<file path="src/rtl/rfstamp_pkg.sv">
package rfstamp_pkg;
  localparam int NCH    = 3;
  localparam int CH_TX  = 0;
  localparam int CH_RX  = 1;
  localparam int CH_REF = 2;

  typedef struct packed {
    logic [NCH-1:0] capture;
  } stampCtl_t;
endpackage

</file>
<file path="src/rtl/rfstamp_ctrl.sv">
module rfstamp_ctrl
  import rfstamp_pkg::*;
#(
  parameter int SYNC_STAGES = 2
) (
  input  logic           clk,
  input  logic           rstN,
  input  logic [NCH-1:0] evtIn,
  input  logic [NCH-1:0] ackIn,
  output stampCtl_t      ctl,
  output logic [NCH-1:0] validOut,
  output logic [NCH-1:0] overrunOut
);
  localparam int SHW = SYNC_STAGES + 1;

  for (genvar c = 0; c < NCH; c++) begin : g_ch
    logic [SHW-1:0] syncQ;

    // Synchroniser stages, plus one extra stage used for edge detection.
    always_ff @(posedge clk or negedge rstN) begin
      if (!rstN) syncQ <= '0;
      else       syncQ <= {syncQ[SHW-2:0], evtIn[c]};
    end

    assign ctl.capture[c] = syncQ[SYNC_STAGES-1] & ~syncQ[SYNC_STAGES];

    always_ff @(posedge clk or negedge rstN) begin
      if (!rstN) begin
        validOut[c]   <= 1'b0;
        overrunOut[c] <= 1'b0;
      end else begin
        validOut[c] <= ctl.capture[c] | (validOut[c] & ~ackIn[c]);
        if (ackIn[c])
          overrunOut[c] <= 1'b0;
        else if (ctl.capture[c] && validOut[c])
          overrunOut[c] <= 1'b1;
      end
    end

    assert_valid_on_capture_R8: assert property (@(posedge clk) disable iff (!rstN)
      ctl.capture[c] |=> validOut[c]);
    assert_ack_clears_R8: assert property (@(posedge clk) disable iff (!rstN)
      (ackIn[c] && !ctl.capture[c]) |=> !validOut[c]);
    assert_overrun_set_R9: assert property (@(posedge clk) disable iff (!rstN)
      (ctl.capture[c] && validOut[c] && !ackIn[c]) |=> overrunOut[c]);
    assert_one_capture_R5: assert property (@(posedge clk) disable iff (!rstN)
      ctl.capture[c] |=> !ctl.capture[c]);
  end
endmodule

</file>
<file path="src/rtl/rfstamp_dpath.sv">
module rfstamp_dpath
  import rfstamp_pkg::*;
#(
  parameter int TIME_W = 64
) (
  input  logic                      clk,
  input  logic                      rstN,
  input  logic [TIME_W-1:0]         timeNow,
  input  stampCtl_t                 ctl,
  output logic [NCH-1:0][TIME_W-1:0] stampOut
);
  for (genvar c = 0; c < NCH; c++) begin : g_reg
    // The full time word is loaded in one register, so both halves come from one edge.
    always_ff @(posedge clk or negedge rstN) begin
      if (!rstN)               stampOut[c] <= '0;
      else if (ctl.capture[c]) stampOut[c] <= timeNow;
    end

    assert_capture_word_R6: assert property (@(posedge clk) disable iff (!rstN)
      ctl.capture[c] |=> (stampOut[c] == $past(timeNow)));
    assert_hold_between_R7: assert property (@(posedge clk) disable iff (!rstN)
      !ctl.capture[c] |=> $stable(stampOut[c]));
  end
endmodule

</file>
<file path="src/rtl/rfstamp_capture.sv">
module rfstamp_capture
  import rfstamp_pkg::*;
#(
  parameter int TIME_W      = 64,
  parameter int SYNC_STAGES = 2
) (
  input  logic                       clk,
  input  logic                       rstN,
  input  logic [TIME_W-1:0]          timeNow,
  input  logic [NCH-1:0]             evtIn,
  input  logic [NCH-1:0]             ackIn,
  output logic [NCH-1:0][TIME_W-1:0] stampOut,
  output logic [NCH-1:0]             validOut,
  output logic [NCH-1:0]             overrunOut
);
  stampCtl_t ctl;

  rfstamp_ctrl #(.SYNC_STAGES(SYNC_STAGES)) u_ctrl (
    .clk(clk), .rstN(rstN), .evtIn(evtIn), .ackIn(ackIn),
    .ctl(ctl), .validOut(validOut), .overrunOut(overrunOut)
  );

  rfstamp_dpath #(.TIME_W(TIME_W)) u_dpath (
    .clk(clk), .rstN(rstN), .timeNow(timeNow), .ctl(ctl), .stampOut(stampOut)
  );
endmodule

</file>
<file path="config.mk">
export PLATFORM = sky130hd
export DESIGN_NAME = rfstamp_capture
export DESIGN_NICKNAME = d
export VERILOG_FILES = /design/src/rtl/rfstamp_pkg.sv /design/src/rtl/rfstamp_ctrl.sv /design/src/rtl/rfstamp_dpath.sv /design/src/rtl/rfstamp_capture.sv
export SDC_FILE = /design/constraint.sdc
export NUM_CORES = 1
export LEC_CHECK = 0
export ABC_AREA = 1
export BUFFER_PORTS_ARGS = -buffer_cell sky130_fd_sc_hd__buf_2
export CAP_MARGIN = 20
export CORE_UTILIZATION = 50
export CTS_CLUSTER_DIAMETER = 50
export DETAILED_ROUTE_END_ITERATION = 10
export PLACE_DENSITY = 0.88
export REMOVE_ABC_BUFFERS = 1
export SYNTH_ARGS = -nofsm -noshare
export SYNTH_HDL_FRONTEND = slang
export SYNTH_HIERARCHICAL = 1
export SYNTH_SLANG_ARGS = --single-unit
</file>
<file path="constraint.sdc">
create_clock -name clk -period 1.4 [get_ports clk]
set_input_delay 0.14 -clock clk [delete_from_list [all_inputs] [get_ports clk]]
set_output_delay 0.14 -clock clk [all_outputs]
set_load 0.1 [all_outputs]
</file>
# Word-level counts from Yosys, hierarchy flattened
# Index checks and enable logic that the tools add are counted.
# word_totals
regBits	207
memories	0
out_inout_bits	198
latch_bits	0
ram_bits	0
rom_bits	0
wordCells	39
# classes
eq_ne	0
shifts	0
mux	6
div	0
n_addsub	0
order_cmp	0
bitwise_logic	15
n_reduce_logical	6
n_mul	0
# ops
cell	count
1-bit bitwise AND	6
1-bit 2-to-1 mux	6
1-bit inverter	6
2-bit nonzero test	3
1-bit logical AND	3
1-bit bitwise OR	3

# Logic depth before layout (Yosys ltp)
# logic_depth
depth_word	5
depth_mapped	6

# By module
# Netlist, hierarchy kept.
# modules_own_cells
mod	area_each_um2	seq_area_each_um2	n_inst	cells_each
rfstamp_dpath	7315.8	4804.6	1	810
rfstamp_ctrl	499.2	375.4	1	45

# Least setup slack after synthesis
# OpenSTA, ideal clock, no wires.
# synth_path
path_kind	flip-flop to flip-flop
startpoint	register u_ctrl.validOut[0]
endpoint	register u_ctrl.overrunOut[0]
stages_incl_launch_ff	5
setup_slack_ps	133
t_arrival_ps	1200
path_buffers	0
synth_period_minus_slack_ps	1267
path_cell_list	dfrtp_1 inv_1 nor2_1 nand2_1 nand2_1
# synth_between
elab_chain_cells	2
# synth_rtl
element	line	text
start: declaration	rfstamp_ctrl.sv:11	output logic [NCH-1:0] validOut,
start signal: indexed assignment	rfstamp_ctrl.sv:32	validOut[c] <= ctl.capture[c] | (validOut[c] & ~ackIn[c]);
1-bit logical AND	rfstamp_ctrl.sv:35	else if (ctl.capture[c] && validOut[c])
2-bit nonzero test (no source line)	--	
end signal: indexed assignment	rfstamp_ctrl.sv:30	overrunOut[c] <= 1'b0;
end signal: indexed assignment	rfstamp_ctrl.sv:34	overrunOut[c] <= 1'b0;
end signal: indexed assignment	rfstamp_ctrl.sv:36	overrunOut[c] <= 1'b1;
end: declaration	rfstamp_ctrl.sv:12	output logic [NCH-1:0] overrunOut
# No other way between the ends.
# A chain may end at the register's enable or synchronous reset.

# Final worst setup path
# layout_path
startpoint	register u_dpath/stampOut[146] in the netlist's numbering
endpoint	output port stampOut[146] in the netlist's numbering
# layout_rtl
element	line	text
start: declaration	rfstamp_dpath.sv:10	output logic [NCH-1:0][TIME_W-1:0] stampOut
start signal: indexed assignment	rfstamp_dpath.sv:16	else if (ctl.capture[c]) stampOut[c] <= timeNow;
end: declaration	rfstamp_capture.sv:12	output logic [NCH-1:0][TIME_W-1:0] stampOut,
# No word-level cell between the ends.

==> impl_metrics.json <==
{
  "worstSetupPathType": "reg -> out",
  "p_total_uw": 21500,
  "htreeDepth": 1,
  "place.detailed.hpwl_um": 13500,
  "first_pass_iters": 5,
  "regToRegSetupSlack_ps": 90,
  "grt_use_total_pct": 31.2,
  "vias": 7371,
  "die_h_um": 127,
  "clk_latency_ps": 490,
  "arrival_ps": 1210,
  "end_kind": "primary output",
  "r2r-end": "u_dpath/stampOut[171]",
  "syn_avg_cell_area_um2": 9.14,
  "finalSetupViolations": 0,
  "synthCells": 855,
  "rr_worst_depth": 6,
  "netlist_area_um2": 7810,
  "synth-edff-count": 0,
  "finClkSkew_ps": 16.4,
  "crit_fanout": 2,
  "slew_viol_final": 0,
  "post_dp_cell_area_um2": 9340,
  "grt_overflow": 0,
  "yosysSeqAreaShare_pct": 66.3,
  "startpoint": "u_dpath/stampOut[146]",
  "synth_commonest_cells": "nand2_1, dfrtp_1, buf_2",
  "fin_crit_ps": 1350,
  "drt-initial-drc-count": 612,
  "max-vdd-ir-drop_mv": 1.15,
  "synth-seq-cells": 207,
  "via_per_inst": 5.24,
  "crit_path_cell_trace": "buf_4",
  "numCtsBuffers": 22,
  "yosys_warnings": 6,
  "layout-drive-gt1-share_pct": 27.3,
  "start_kind": "register",
  "antenna_found_initial": 1,
  "ys_types": 11,
  "dp_slack_ps": 142,
  "period_share_pct": 96.3,
  "top_level_ports": 270,
  "fin_nets": 1274,
  "grt_pass1_vias": 7733,
  "path_buf_inv": 1,
  "setup-tns-final_ps": 0,
  "hold_path_class": "in -> async",
  "hold_viol_final": 0,
  "synth_ff_type": "dfrtp_1",
  "fp-row-count": 45,
  "tritoncts": "yes",
  "critical_path.slowest_cell": "dfrtp_1",
  "status": "finished clean",
  "slew_headroom_pct": 73.8,
  "port_buffers": 269,
  "drtAntennaViolNets": 0,
  "max_cap_viol_count": 0,
  "grt_start_max_net_pins": 66,
  "cts_buffer_depth": 3,
  "synth.most_common_cell": "nand2_1",
  "async_flop_share_pct": 100,
  "cp.required_ps": 1260,
  "rsz0062_at_grt": "false",
  "timing.hold.ws_ps": 159,
  "die_w_um": 127,
  "grt_pass1_wl_um": 39100,
  "ctsRootBufferMaster": "clkbuf_16",
  "p_leak_uw": 0.00637,
  "gp_congestion": 0.807,
  "area_growth_syn_to_layout_pct": 44.9,
  "wl_per_cell_um": 17.8,
  "die_area_um2": 16100,
  "wirelength_um": 25100,
  "synth.area.top_cells": "dfrtp_1, nand2_1, clkbuf_8",
  "clkSinkCount": 207,
  "postCtsSetupBuffers": 0,
  "worst_slack_ps": 51.7,
  "power_density_nw_per_um2": 1900,
  "r2r_start": "u_ctrl/g_ch[2].syncQ[1]",
  "fin_area_um2": 11300,
  "tightest_slew_ps": 393,
  "synth_top_area_share_pct": 66.3,
  "synth_top_area_cell": "dfrtp_1",
  "cpLargestDelayFamily": "flip-flops",
  "max_freq_mhz": 742,
  "cpPeakStageDelay_ps": 400,
  "initial_utilization_pct": 51.4,
  "clk_pin_slew_ps": 60,
  "drcViolationCount": 0,
  "fillers": 889,
  "fp.coreArea_um2": 15200
}
## power breakdown
group          internal, uW  leakage (uW)  switching [uW]  total, uW
registers              6720       0.00254             481       7200
clock network          3770      0.000384            2350       6120
logic                  1480       0.00344            6720       8210
## flip-flops by register name (all words and copies together) (netlist names)
| signal | cells |
|---|---|
| u_ctrl/g_ch.syncQ | 9 |
| u_dpath/stampOut | 192 |
| u_ctrl/overrunOut | 3 |
| u_ctrl/validOut | 3 |
## layer usage
layer  global-route usage (%)  vias to the layer above  wire (um)
met5                        0                        -          0
met4                     18.9                        0       1430
met3                     6.78                      127       2120
met2                     54.6                      484      12800
met1                     35.1                     3504       8730
li1                         -                     3256          -
## kinds of logic after synthesis
family / count (synthesis) / share of synthesized area, %
buffers and inverters: 51 / 4.90
DFF: 207 / 66.3
AOI/OAI and AO/OA: 3 / 0.192
and+or+nand+nor: 594 / 28.6
## final cells by class
type,instances,area (um^2),share of cell area [%]
Clock inverter,5,87.6,0.773
Sequential cell,207,5180,45.7
Multi-Input combinational cell,597,2270,20.0
Antenna cell,1,2.50,0.0221
Inverter,12,45.0,0.398
Clock buffer,35,691,6.10
Tap cell,188,235,2.08
Timing Repair Buffer,362,2820,24.9
## cell usage in the layout (no fill, tap or decap), drive strengths merged
cell         count
clkinv           1
bufinv           2
diode            1
inv             14
clkbuf          36
dfrtp          207
buf            290
nor2             6
o21ai            3
nand2          588
dlygate4sd3     71
## through the flow
stage / instances / util (%)
6_report: 1407 / 74.5
5_1_grt: 1407 / 74.5
4_1_cts: 1406 / 74.5
3_5_place_dp: 1295 / 61.4
3_3_place_gp: 1295 / 61.4
2_1_floorplan: 816 / -
## worst max path at each step
stage / endpoint / slack (ps) / cells past startpoint
2_1_floorplan: u_dpath/stampOut[100] / -1320 / 4
3_3_place_gp: u_dpath/stampOut[97] / 240 / 6
3_5_place_dp: u_dpath/stampOut[85] / 140 / 6
4_1_cts: stampOut[147] / 50 / 1
5_1_grt: stampOut[146] / 30 / 1
6_report: stampOut[146] / 50 / 1
## timing repair
action	CTS	global route
hold buffers	71	0
endpoints found under the hold margin	408	0
setup endpoints to repair	198	19
resized for setup	198	1
Note: power is estimated with default switching activity, not from simulation.
